**src/rtl/mpu_regbank_pkg.sv**
```systemverilog
package mpu_regbank_pkg;
  localparam int unsigned ADDR_W = 12;

  localparam logic [ADDR_W-1:0] OFS_TYPE  = 12'hD90;
  localparam logic [ADDR_W-1:0] OFS_CTRL  = 12'hD94;
  localparam logic [ADDR_W-1:0] OFS_SEL   = 12'hD98;
  localparam logic [ADDR_W-1:0] OFS_BASE0 = 12'hD9C;
  localparam logic [ADDR_W-1:0] OFS_ATTR0 = 12'hDA0;
  localparam logic [ADDR_W-1:0] OFS_WIN_HI = 12'hDB7;
  localparam int unsigned WIN_STRIDE = 8;
  localparam int unsigned NUM_WIN    = 4;

  typedef enum logic [2:0] {
    ACC_NONE,
    ACC_TYPE,
    ACC_CTRL,
    ACC_SEL,
    ACC_BASE,
    ACC_ATTR_W,
    ACC_SIZE_H,
    ACC_ATTR_H
  } acc_e;

  typedef struct packed {
    logic priv_def;
    logic fault_en;
    logic en;
  } ctrl_t;
endpackage

```
**src/rtl/mpu_addr_dec.sv**
```systemverilog
module mpu_addr_dec
  import mpu_regbank_pkg::*;
(
  input  logic [ADDR_W-1:0] addr_i,
  input  logic              half_i,
  output acc_e              kind_o
);
  logic [NUM_WIN-1:0] hit_base, hit_attr;

  for (genvar w = 0; w < NUM_WIN; w++) begin : g_win
    assign hit_base[w] = addr_i == OFS_BASE0 + ADDR_W'(w * WIN_STRIDE);
    assign hit_attr[w] = addr_i == OFS_ATTR0 + ADDR_W'(w * WIN_STRIDE);
  end

  always_comb begin
    kind_o = ACC_NONE;
    if (!half_i) begin
      if (addr_i == OFS_TYPE)      kind_o = ACC_TYPE;
      else if (addr_i == OFS_CTRL) kind_o = ACC_CTRL;
      else if (addr_i == OFS_SEL)  kind_o = ACC_SEL;
      else if (|hit_base)          kind_o = ACC_BASE;
      else if (|hit_attr)          kind_o = ACC_ATTR_W;
    end else if (addr_i >= OFS_ATTR0 && addr_i <= OFS_WIN_HI) begin
      // halfword lanes of the attribute/size windows
      if (addr_i[2:0] == 3'd0)      kind_o = ACC_SIZE_H;
      else if (addr_i[2:0] == 3'd2) kind_o = ACC_ATTR_H;
    end
  end
endmodule

```
**src/rtl/mpu_region_store.sv**
```systemverilog
module mpu_region_store #(
  parameter int unsigned DEPTH = 8,
  parameter int unsigned IDX_W = 8
) (
  input  logic             clk_i,
  input  logic             rst_ni,
  input  logic             we_base_i,
  input  logic             we_size_i,
  input  logic             we_attr_i,
  input  logic [IDX_W-1:0] wr_idx_i,
  input  logic [26:0]      base_i,
  input  logic [15:0]      size_i,
  input  logic [15:0]      attr_i,
  input  logic [IDX_W-1:0] rd_idx_i,
  output logic [26:0]      base_o,
  output logic [15:0]      size_o,
  output logic [15:0]      attr_o
);
  logic [26:0] base_q [DEPTH];
  logic [15:0] size_q [DEPTH];
  logic [15:0] attr_q [DEPTH];

  for (genvar g = 0; g < DEPTH; g++) begin : g_rgn
    logic hit;
    assign hit = wr_idx_i == IDX_W'(g);
    always_ff @(posedge clk_i or negedge rst_ni) begin
      if (!rst_ni) begin
        base_q[g] <= '0;
        size_q[g] <= '0;
        attr_q[g] <= '0;
      end else begin
        if (we_base_i && hit) base_q[g] <= base_i;
        if (we_size_i && hit) size_q[g] <= size_i;
        if (we_attr_i && hit) attr_q[g] <= attr_i;
      end
    end
  end

  always_comb begin
    base_o = '0;
    size_o = '0;
    attr_o = '0;
    for (int i = 0; i < DEPTH; i++) begin
      if (rd_idx_i == IDX_W'(i)) begin
        base_o = base_q[i];
        size_o = size_q[i];
        attr_o = attr_q[i];
      end
    end
  end
endmodule

```
**src/rtl/mpu_regbank.sv**
```systemverilog
module mpu_regbank
  import mpu_regbank_pkg::*;
#(
  parameter int unsigned NUM_REGIONS = 8
) (
  input  logic              clk_i,
  input  logic              rst_ni,
  input  logic [ADDR_W-1:0] addr_i,
  input  logic              wr_i,
  input  logic              rd_i,
  input  logic              half_i,
  input  logic [31:0]       wdata_i,
  output logic [31:0]       rdata_o,
  output logic              ctrl_en_o,
  output logic              ctrl_fault_en_o,
  output logic              ctrl_privdef_o,
  output logic [7:0]        sel_region_o,
  output logic [31:0]       rgn_base_o,
  output logic              rgn_en_o,
  output logic [4:0]        rgn_size_o,
  output logic [2:0]        rgn_ap_o,
  output logic              map_chg_o
);
  localparam int unsigned IDX_W   = 8;
  localparam bit          HAS_RGN = NUM_REGIONS > 0;
  localparam int unsigned DEPTH   = HAS_RGN ? NUM_REGIONS : 1;
  localparam logic [IDX_W-1:0] CNT = IDX_W'(NUM_REGIONS);

  acc_e             kind;
  ctrl_t            ctrl_q;
  logic [IDX_W-1:0] sel_q, sel_d;
  logic             we_ctrl, we_base, we_size, we_attr, base_sel_ok;
  logic [26:0]      base_rd;
  logic [15:0]      size_rd, attr_rd, attr_wd;
  logic [31:0]      rd_val, rdata_q;
  logic             chg_q;

  mpu_addr_dec u_dec (
    .addr_i (addr_i),
    .half_i (half_i),
    .kind_o (kind)
  );

  assign base_sel_ok = wdata_i[4] && ({4'b0, wdata_i[3:0]} < CNT);

  assign we_ctrl = HAS_RGN && wr_i && kind == ACC_CTRL;
  assign we_base = HAS_RGN && wr_i && kind == ACC_BASE;
  assign we_size = HAS_RGN && wr_i && (kind == ACC_ATTR_W || kind == ACC_SIZE_H);
  assign we_attr = HAS_RGN && wr_i && (kind == ACC_ATTR_W || kind == ACC_ATTR_H);
  assign attr_wd = (kind == ACC_ATTR_W) ? wdata_i[31:16] : wdata_i[15:0];

  // selector moves before the base store lands
  always_comb begin
    sel_d = sel_q;
    if (wr_i && kind == ACC_SEL && wdata_i[7:0] < CNT) sel_d = wdata_i[7:0];
    else if (we_base && base_sel_ok)                  sel_d = {4'b0, wdata_i[3:0]};
  end

  mpu_region_store #(
    .DEPTH (DEPTH),
    .IDX_W (IDX_W)
  ) u_store (
    .clk_i     (clk_i),
    .rst_ni    (rst_ni),
    .we_base_i (we_base),
    .we_size_i (we_size),
    .we_attr_i (we_attr),
    .wr_idx_i  (sel_d),
    .base_i    (wdata_i[31:5]),
    .size_i    (wdata_i[15:0]),
    .attr_i    (attr_wd),
    .rd_idx_i  (sel_q),
    .base_o    (base_rd),
    .size_o    (size_rd),
    .attr_o    (attr_rd)
  );

  always_comb begin
    rd_val = '0;
    unique case (kind)
      ACC_TYPE: rd_val = {16'b0, CNT, 8'b0};
      ACC_CTRL: rd_val = {29'b0, ctrl_q};
      ACC_SEL:  rd_val = {24'b0, sel_q};
      ACC_BASE:   if (HAS_RGN) rd_val = {base_rd, 5'b0} | {24'b0, sel_q};
      ACC_ATTR_W: if (HAS_RGN) rd_val = {attr_rd, size_rd};
      ACC_SIZE_H: if (HAS_RGN) rd_val = {16'b0, size_rd};
      ACC_ATTR_H: if (HAS_RGN) rd_val = {16'b0, attr_rd};
      default:  rd_val = '0;
    endcase
  end

  always_ff @(posedge clk_i or negedge rst_ni) begin
    if (!rst_ni) begin
      ctrl_q  <= '0;
      sel_q   <= '0;
      rdata_q <= '0;
      chg_q   <= 1'b0;
    end else begin
      if (we_ctrl) ctrl_q <= ctrl_t'(wdata_i[2:0]);
      sel_q   <= sel_d;
      rdata_q <= rd_i ? rd_val : '0;
      chg_q   <= we_ctrl || we_base || we_size || we_attr;
    end
  end

  assign rdata_o         = rdata_q;
  assign map_chg_o       = chg_q;
  assign ctrl_en_o       = ctrl_q.en;
  assign ctrl_fault_en_o = ctrl_q.fault_en;
  assign ctrl_privdef_o  = ctrl_q.priv_def;
  assign sel_region_o    = sel_q;
  assign rgn_base_o      = HAS_RGN ? {base_rd, 5'b0} : '0;
  assign rgn_en_o        = HAS_RGN && size_rd[0];
  assign rgn_size_o      = HAS_RGN ? size_rd[5:1] : '0;
  assign rgn_ap_o        = HAS_RGN ? attr_rd[10:8] : '0;
endmodule

```
**config.mk**
```make
export PLATFORM = sky130hd
export DESIGN_NAME = mpu_regbank
export DESIGN_NICKNAME = d
export VERILOG_FILES = /design/src/rtl/mpu_regbank_pkg.sv /design/src/rtl/mpu_addr_dec.sv /design/src/rtl/mpu_region_store.sv /design/src/rtl/mpu_regbank.sv
export SDC_FILE = /design/constraint.sdc
export NUM_CORES = 1
export LEC_CHECK = 0
export BUFFER_PORTS_ARGS = -buffer_cell sky130_fd_sc_hd__buf_2
export CORE_MARGIN = 8
export CORE_UTILIZATION = 35
export CTS_CLUSTER_SIZE = 20
export DETAILED_ROUTE_END_ITERATION = 6
export SYNTH_ARGS = -nofsm -noshare
export SYNTH_HDL_FRONTEND = slang
export SYNTH_SLANG_ARGS = --single-unit
```
**constraint.sdc**
```tcl
create_clock -name clk_i -period 8.7 [get_ports clk_i]
set_input_delay 1.74 -clock clk_i [delete_from_list [all_inputs] [get_ports clk_i]]
set_output_delay 1.74 -clock clk_i [all_outputs]
set_load 0.03 [all_outputs]
```
==> impl_metrics.ini, run 1 <==
[logic_synthesis]
ys_seq_elements = 516
synth_edf_count = 0
yosysUniqueCellTypes = 65
synth_area_per_cell_um2 = 14.0
synthCells = 1719
netlist.area_leader.share = 0.538
ys_seq_area_frac = 0.538
synth_top_cell_by_area = dfrtp_1
yosys_warnings = 0
synthTopCellsByArea = dfrtp_1, mux2_2, mux4_2
synth_area_mm2 = 0.0240
synthArstFlopShare = 1.00
ys.flop_type = dfrtp_1

[timing]
hold_viol = 0
max_freq_mhz = 173
clock_skew_ns = 0.0264
slew-limit-headroom = 0.162
worst_pin_slew_ns = 1.26
rsz0062_at_grt = false
final.period_utilization = 0.665
setup_ws_ns = 2.91
maxSlewViolCount = 0
fin_crit_ns = 5.79
tns_ns = 0
setup_violations = 0

[job]
maxCapViolCount = 0

[clocking]
clk_pin_slew_ns = 0.06
htreeDepth = 2
root_buffer = clkbuf_16
cts_hold_buf = 0
cts_tree = built
clockBufferDepth = 3
clock-sinks = 516
cts_resized = 0
cts_setup_buffers = 0
clk_latency_ns = 0.61
numCtsBuffers = 55

[power]
peakVddDrop_uv = 133
swShare = 0.223
power_uw = 4990
p_int_uw = 3880
p_leak_uw = 0.0131
clkPwrFrac = 0.488
seqPwrFrac = 0.482
combPwrFrac = 0.031
power_density_mw_per_mm2 = 182
p_switching_uw = 1110

[die]
coreArea_mm2 = 0.0682
die_y_um = 278
die-area_mm2 = 0.0772
start_util = 0.352
io_pins = 134
rows = 96
die_w_um = 278

[global_route]
grt_usage = 0.183
antenna_found_initial = 8
globalRouteOverflowTotal = 0
grt_pass1_vias = 16300
grt_max_degree = 175
grt_pass1_wl_um = 108000

[critical_path]
start_kind = flip-flop
path_common_cell = a21oi_1
slowest_delay_ns = 0.96
cp.arrival_ns = 4.05
cpLargestDelayFamily = compound AO/OA/AOI/OAI gates
critPathSlowestCell = dfrtp_4
cp_cell_sequence = buf_12, mux2i_1, nor2_1, a211oi_1, a21oi_1, o221ai_1, a21oi_1, buf_2
worst-path-buf-inv = 2
required_ns = 6.96
cp_max_fo = 88
cp-end-kind = output pin
critPathKind = flip-flop to output pin

[drt]
dr_total_vias = 15400
wirelength_um = 71700
drc = 2
wire_per_inst_um = 26.1
detail-route-antenna-nets = 0
firstDrtPassIters = 7
vias_per_cell = 5.62
initialDrtViolationCount = 1404

[layout]
layout-drive-gt1-share = 0.448
layout.cells.non_filler = 2749
syn2layout_area_growth_pct = 14.2
final_common_cell = dfrtp_1
nFillCells = 6368
final_cell_mix = dfrtp_1, mux2_2, nand2_1
num-nets-final = 1870
post-route-util = 0.402

[place]
dp_hpwl_um = 44900
io_buffers = 128
dp_cells = 2646
pre_cts_ws_ns = 3.15
gp_congestion = 0.852

[run_status]
failed_checks = DRC
status = finished with violations

[worst_hold_path]
hp-class = flip-flop to flip-flop
## synthesized netlist by cell type, drive strengths merged, types with 19 or more instances
master and number:
nand2 148, mux2 501, dfrtp 516, clkbuf 60
nor3 19, mux2i 20, mux4 87, nor2 63
a21oi 67, nand3 19, o21ai 25, buf 61
## worst register-to-register path, delay by kind of cell (launching register included)
family / cells / cell delay [ns]
flip-flops: 1 / 0.96
multiplexers: 2 / 0.85
buffers and inverters: 2 / 1.04
AND/OR/NAND/NOR: 2 / 1.19
## area by class of cell
cell class	instances	area [um2]	share of cell area
sequential	516	12900	0.472
multi-input combinational	1081	10500	0.383
clock buffer	82	1670	0.0610
tap	882	1100	0.0403
timing repair buffer	162	956	0.0349
clock inverter	17	216	0.00790
inverter	5	18.8	0.000685
antenna	4	10.0	0.000365
## flip-flops by register name, indices dropped and copies added, names as in the netlist
signal / cells
ctrl_en_o: 1
u_store.attr_q: 128
map_chg_o: 1
ctrl_privdef_o: 1
rdata_o: 32
u_store.base_q: 216
u_store.size_q: 128
ctrl_fault_en_o: 1
sel_region_o: 8
## worst paths after layout
check	start	endpoint	slack [ns]	cells after the start
max	sel_region_o[0]$_DFF_PN0_	rgn_ap_o[1]	2.91	8
min	u_store.base_q[63]$_DFFE_PN0P_	u_store.base_q[63]$_DFFE_PN0P_	0.48	1
max reg2reg	sel_region_o[0]$_DFF_PN0_	u_store.base_q[29]$_DFFE_PN0P_	4.55	6
min reg2reg	u_store.base_q[63]$_DFFE_PN0P_	u_store.base_q[63]$_DFFE_PN0P_	0.48	1
max in group asynchronous	rst_ni	u_store.base_q[177]$_DFFE_PN0P_	5.72	3
min in group asynchronous	rst_ni	u_store.base_q[40]$_DFFE_PN0P_	1.13	1
## through the flow
stage                     area (um2)  hold WS (ns)
after floorplan                24000         0.452
after global placement         25500         0.463
after detailed placement       25500         0.474
after CTS                      27400         0.488
after global routing           27400         0.500
final                          27400         0.485
## cell families after synthesis
kind of cell,count (synthesis),share of synthesized area
DFF,516,0.538
and+or+nand+nor,293,0.0589
xor gates and xnor gates,1,0.000365
AOI/OAI and AO/OA,174,0.0482
other,1,0.000156
buffers and inverters,126,0.0257
muxes,608,0.329
## power by group through the flow
stage               combinational [uW]  clock, uW  sequential [uW]
floorplan                         48.1          0             2450
global placement                   152          0             2450
detailed placement                 156          0             2450
CTS                                156       2480             2400
global route                       169       2580             2400
finish                             153       2430             2400
## metal layers
layer	GRT usage	vias to the layer above	share of wire
met3	0.0360	98	0.071
met4	0.0496	2	0.023
met2	0.285	571	0.46
met5	0	-	0.00024
met1	0.259	8272	0.45
li1	-	6505	-
No activity file was read; power rests on OpenSTA's default activity.
==> inputs of run 2 (changes only) <==
clock period = 4.8 ns   (was 8.7 ns; I/O delays follow)
==> impl_metrics.ini, run 2 (synthesis results as in run 1) <==
[critical_path]
required_ns = 3.84
critPathKind = flip-flop to output pin
cp-end-kind = output pin
cp_cell_sequence = buf_4, mux4_2, nand2_1, o2bb2ai_1, o21ai_0, buf_2
cp.arrival_ns = 3.56
start_kind = flip-flop
slowest_delay_ns = 0.86
critPathSlowestCell = dfrtp_4
cp_max_fo = 34

[run_status]
status = finished clean

[place]
placed_area_mm2 = 0.0258
pre_cts_ws_ns = 0.521
io_buffers = 128
gp_congestion = 0.886
dp_hpwl_um = 47300

[global_route]
grt_pass1_wl_um = 109000
globalRouteOverflowTotal = 0
grt_pass1_vias = 16400
grt_usage = 0.184
antenna_found_initial = 7
grt_max_degree = 112

[clocking]
clk_latency_ns = 0.63
cts_setup_buffers = 0
htreeDepth = 2
numCtsBuffers = 56
clk_pin_slew_ns = 0.06
clockBufferDepth = 3
cts_resized = 0
cts_hold_buf = 0
cts_tree = built
root_buffer = clkbuf_16
clock-sinks = 516

[timing]
setup_ws_ns = 0.284
rsz0062_at_grt = false
worst_pin_slew_ns = 1.03
setup_violations = 0
hold_viol = 0
fin_crit_ns = 4.52
maxSlewViolCount = 0
slew-limit-headroom = 0.314
hold_slack_ns = 0.420
max_freq_mhz = 221
final.period_utilization = 0.941
clock_skew_ns = 0.0302
tns_ns = 0

[worst_hold_path]
hp-class = input pin to asynchronous set/reset pin

[drt]
drc = 0
wire_per_inst_um = 25.9
met1Wirelength_um = 31800
dr_total_vias = 15500
highest_layer = met5
initialDrtViolationCount = 1357
detail-route-antenna-nets = 0
wl_met3_um = 5830
firstDrtPassIters = 7
wl_met2_um = 32600
vias_per_cell = 5.54
wirelength_um = 72300

[layout]
largest_reg_flops = 216
post-route-cell-area_mm2 = 0.0277
syn2layout_area_growth_pct = 15.5
num-nets-final = 1912
layout-drive-gt1-share = 0.459
final_common_cell = dfrtp_1
largestRegisters = u_store.base_q x216, u_store.attr_q x128, u_store.size_q x128
top_register = u_store.base_q
final_cell_mix = dfrtp_1, mux2_2, nand2_1
post-route-util = 0.406

[die]
io_pins = 134
rows = 96
die_w_um = 278
die_y_um = 278
die-area_mm2 = 0.0772
start_util = 0.352
coreArea_mm2 = 0.0682

[power]
power_density_mw_per_mm2 = 323
p_leak_uw = 0.0133
peakVddDrop_uv = 253

[job]
maxCapViolCount = 0
-- run 2: power by group --
group | leakage, uW | internal (uW) | switching (uW) | total [uW]
registers | 0.00721 | 4350 | 3.86 | 4360
clock network | 0.000917 | 2530 | 1790 | 4310
logic | 0.00517 | 58.2 | 226 | 285
total | 0.0133 | 6940 | 2020 | 8960
-- run 2: critical path: cells and delay by family, from the launching register on --
family	cells	cell delay (ns)
DFF	1	0.86
muxes	1	0.32
buffers and inverters	2	0.89
and+or+nand+nor	1	0.05
AOI/OAI and AO/OA	2	0.77
-- run 2: final timing paths --
path | slack, ns | from | end | cells after the start
setup / recovery | 0.28 | sel_region_o[0]$_DFF_PN0_ | rgn_base_o[27] | 6
hold / removal | 0.42 | rst_ni | rdata_o[11]$_DFF_PN0_ | 1
setup reg to reg | 1.27 | sel_region_o[0]$_DFF_PN0_ | rdata_o[11]$_DFF_PN0_ | 7
hold reg to reg | 0.48 | u_store.size_q[80]$_DFFE_PN0P_ | u_store.size_q[80]$_DFFE_PN0P_ | 1
max in group asynchronous | 3.22 | rst_ni | sel_region_o[2]$_DFF_PN0_ | 2
min in group clk_i | 0.48 | u_store.size_q[80]$_DFFE_PN0P_ | u_store.size_q[80]$_DFFE_PN0P_ | 1
-- run 2: area by class of cell --
cell class,count,area (um2)
Antenna cell,3,7.51
Clock buffer,90,1740
Clock inverter,11,113
Fill cell,6344,40500
Inverter,5,18.8
Multi-Input combinational cell,1081,10500
Sequential cell,516,12900
Tap cell,882,1100
Timing Repair Buffer,203,1300
-- run 2: layer usage --
metal  vias up  track usage
met5         -            0
met4         4       0.0539
met3       125       0.0505
met2       536        0.286
met1      8205        0.251
li1       6580            -
-- run 2: through the flow --
| step | total power, uW | cells |
|---|---|---|
| 6_report | 8960 | 2791 |
| 5_1_grt | 9260 | 2788 |
| 4_1_cts | 9050 | 2788 |
| 3_5_place_dp | 4730 | 2687 |
| 3_3_place_gp | 4720 | 2687 |
| 2_1_floorplan | 4520 | 1723 |
==> inputs of run 3 (changes only) <==
ABC_AREA = 1   (was default)
==> impl_metrics.ini, run 3 <==
[drt]
firstDrtPassIters = 6
vias_per_cell = 5.67
wire_per_inst_um = 22.6
initialDrtViolationCount = 2727
drc = 0
wirelength_um = 96100
detail-route-antenna-nets = 0
dr_total_vias = 24100

[logic_synthesis]
synth_top_cell_by_area = dfrtp_1
synth_common_cells = nand2_1, nand4_1, dfrtp_1, clkbuf_1, nand3_1
yosysUniqueCellTypes = 40
ys_seq_elements = 516
synthCells = 3248
ys.flop_type = dfrtp_1
synth_area_mm2 = 0.0256
yosys_warnings = 0
synthArstFlopShare = 1.00
ys_seq_area_frac = 0.504
synth_most_common_cell = nand2_1
synth_area_per_cell_um2 = 7.88
synthTopCellsByArea = dfrtp_1, nand2_1, nand4_1
synth_edf_count = 0
netlist.area_leader.share = 0.504

[layout]
largestRegisters = u_store.base_q x216, u_store.attr_q x128, u_store.size_q x128
syn2layout_area_growth_pct = 13.5
top_register = u_store.base_q
num-nets-final = 3296
final_common_cell = nand2_1
nFillCells = 7462
layout.cells.non_filler = 4251
largest_reg_flops = 216
layout-drive-gt1-share = 0.124
final_cell_mix = nand2_1, nand4_1, dfrtp_1

[critical_path]
setup.worst_path.start = sel_region_o[6]$_DFF_PN0_
rrSetupSlack_ns = 1.44
cp.arrival_ns = 3.60
r2r_cells = 14
cp_max_fo = 21
required_ns = 3.84
r2r-end = rdata_o[11]$_DFF_PN0_
start_kind = flip-flop
crit_path_end = rgn_base_o[9]
r2r_start = sel_region_o[6]$_DFF_PN0_
cp-end-kind = output pin
critPathKind = flip-flop to output pin

[timing]
hold_viol = 0
setup_violations = 0
final.period_utilization = 0.950
tns_ns = 0
slew-limit-headroom = 0.353
max_freq_mhz = 219
clock_skew_ns = 0.0279
rsz0062_at_grt = false
worst_pin_slew_ns = 0.970
maxSlewViolCount = 0
fin_crit_ns = 4.56

[power]
clkPwrFrac = 0.487
seqPwrFrac = 0.474
peakVddDrop_uv = 281
p_int_uw = 7100
combPwrFrac = 0.039
p_switching_uw = 2220
swShare = 0.238
p_leak_uw = 0.0152
power_density_mw_per_mm2 = 320

[place]
dp_hpwl_um = 61200
gp_congestion = 0.912
io_buffers = 128
dp_cells = 4149

[job]
maxCapViolCount = 0

[global_route]
antenna_found_initial = 4
grt_max_degree = 110
globalRouteOverflowTotal = 0
grt_usage = 0.228
grt_pass1_vias = 22900
grt_pass1_wl_um = 147000

[clocking]
clock-sinks = 516
clk_pin_slew_ns = 0.06
clockBufferDepth = 3
clk_latency_ns = 0.65
cts_tree = built
numCtsBuffers = 55
htreeDepth = 2
cts_resized = 0
cts_hold_buf = 0
root_buffer = clkbuf_16
cts_setup_buffers = 0

[die]
die-area_mm2 = 0.0821
die_w_um = 286
die_y_um = 286
rows = 99
coreArea_mm2 = 0.0727
io_pins = 134
start_util = 0.352

[worst_hold_path]
hp-class = input pin to asynchronous set/reset pin

[run_status]
status = finished clean
[run 3: cell count changes in the layout (fill, tap and decap cells not counted), moves of 18 or more]
cell / previous run / this run
nand3_1: 18 / 108
nand2_1: 146 / 1436
inv_1: 4 / 63
buf_4: 68 / 88
nand4_1: 1 / 531
mux2_4: 20 / 0
mux2i_1: 18 / 0
mux4_2: 87 / 0
mux2_2: 436 / 0
mux2_1: 45 / 0
[run 3: logic make-up after synthesis]
family,count (synthesis),share of synthesized area
DFF,516,0.504
and+or+nand+nor,2206,0.396
other,1,0.000146
buffers and inverters,374,0.0655
AOI/OAI and AO/OA,151,0.0344
[run 3: layout make-up]
cell class	count	area (um2)	share of cell area
clock inverter	20	293	0.0101
sequential	516	12900	0.444
tap	959	1200	0.0413
multi-input combinational	2362	11100	0.382
clock buffer	81	1600	0.0552
timing repair buffer	233	1650	0.0568
antenna	1	2.50	0.0000861
inverter	79	297	0.0102
[run 3: how the worst min path moves through the flow]
stage | start | to | slack, ns | cells after the start
after floorplan | u_store.attr_q[0]$_DFFE_PN0P_ | u_store.attr_q[0]$_DFFE_PN0P_ | 0.43 | 2
after global placement | u_store.size_q[26]$_DFFE_PN0P_ | u_store.size_q[26]$_DFFE_PN0P_ | 0.45 | 2
after detailed placement | u_store.base_q[6]$_DFFE_PN0P_ | u_store.base_q[6]$_DFFE_PN0P_ | 0.45 | 2
after CTS | rst_ni | u_store.base_q[151]$_DFFE_PN0P_ | 0.41 | 1
after global routing | rst_ni | u_store.base_q[151]$_DFFE_PN0P_ | 0.44 | 1
final | rst_ni | u_store.base_q[151]$_DFFE_PN0P_ | 0.38 | 1
[run 3: routing by layer]
layer | vias to the layer above | GRT usage | wire [um]
met5 | - | 0 | 13
met4 | 2 | 0.0848 | 3810
met3 | 216 | 0.0369 | 7500
met2 | 1034 | 0.356 | 44200
met1 | 11900 | 0.318 | 40600
li1 | 10900 | - | -
[run 3: power by group through the flow]
| stage | Sequential [uW] | Clock, uW | Combinational (uW) |
|---|---|---|---|
| 5_1_grt | 4420 | 4740 | 395 |
| 3_5_place_dp | 4490 | 0 | 361 |
| 4_1_cts | 4410 | 4590 | 362 |
| 3_3_place_gp | 4490 | 0 | 360 |
| 6_report | 4420 | 4540 | 361 |
| 2_1_floorplan | 4490 | 0 | 145 |
[run 3: through the flow]
step / setup slack [ns] / power [uW] / hold WS [ns] / area, um2 / utilization
2_1_floorplan: 1.35 / 4640 / 0.434 / 25600 / -
6_report: 0.241 / 9310 / 0.376 / 29100 / 0.400
3_3_place_gp: 0.297 / 4850 / 0.448 / 27200 / 0.374
5_1_grt: 0.0533 / 9550 / 0.443 / 29100 / 0.400
4_1_cts: 0.262 / 9370 / 0.411 / 29100 / 0.400
3_5_place_dp: 0.279 / 4860 / 0.451 / 27200 / 0.374
[run 3: critical path, stage by stage, from the launching register on]
cell     delay [ns]
dfrtp_1        0.45
inv_1          0.10
nand4_1        0.37
nor2_1         0.31
nand2_1        0.12
inv_2          0.37
buf_4          0.41
nand2_1        0.08
nand3_1        0.11
a21oi_1        0.07
nand3_1        0.29
buf_2          0.27
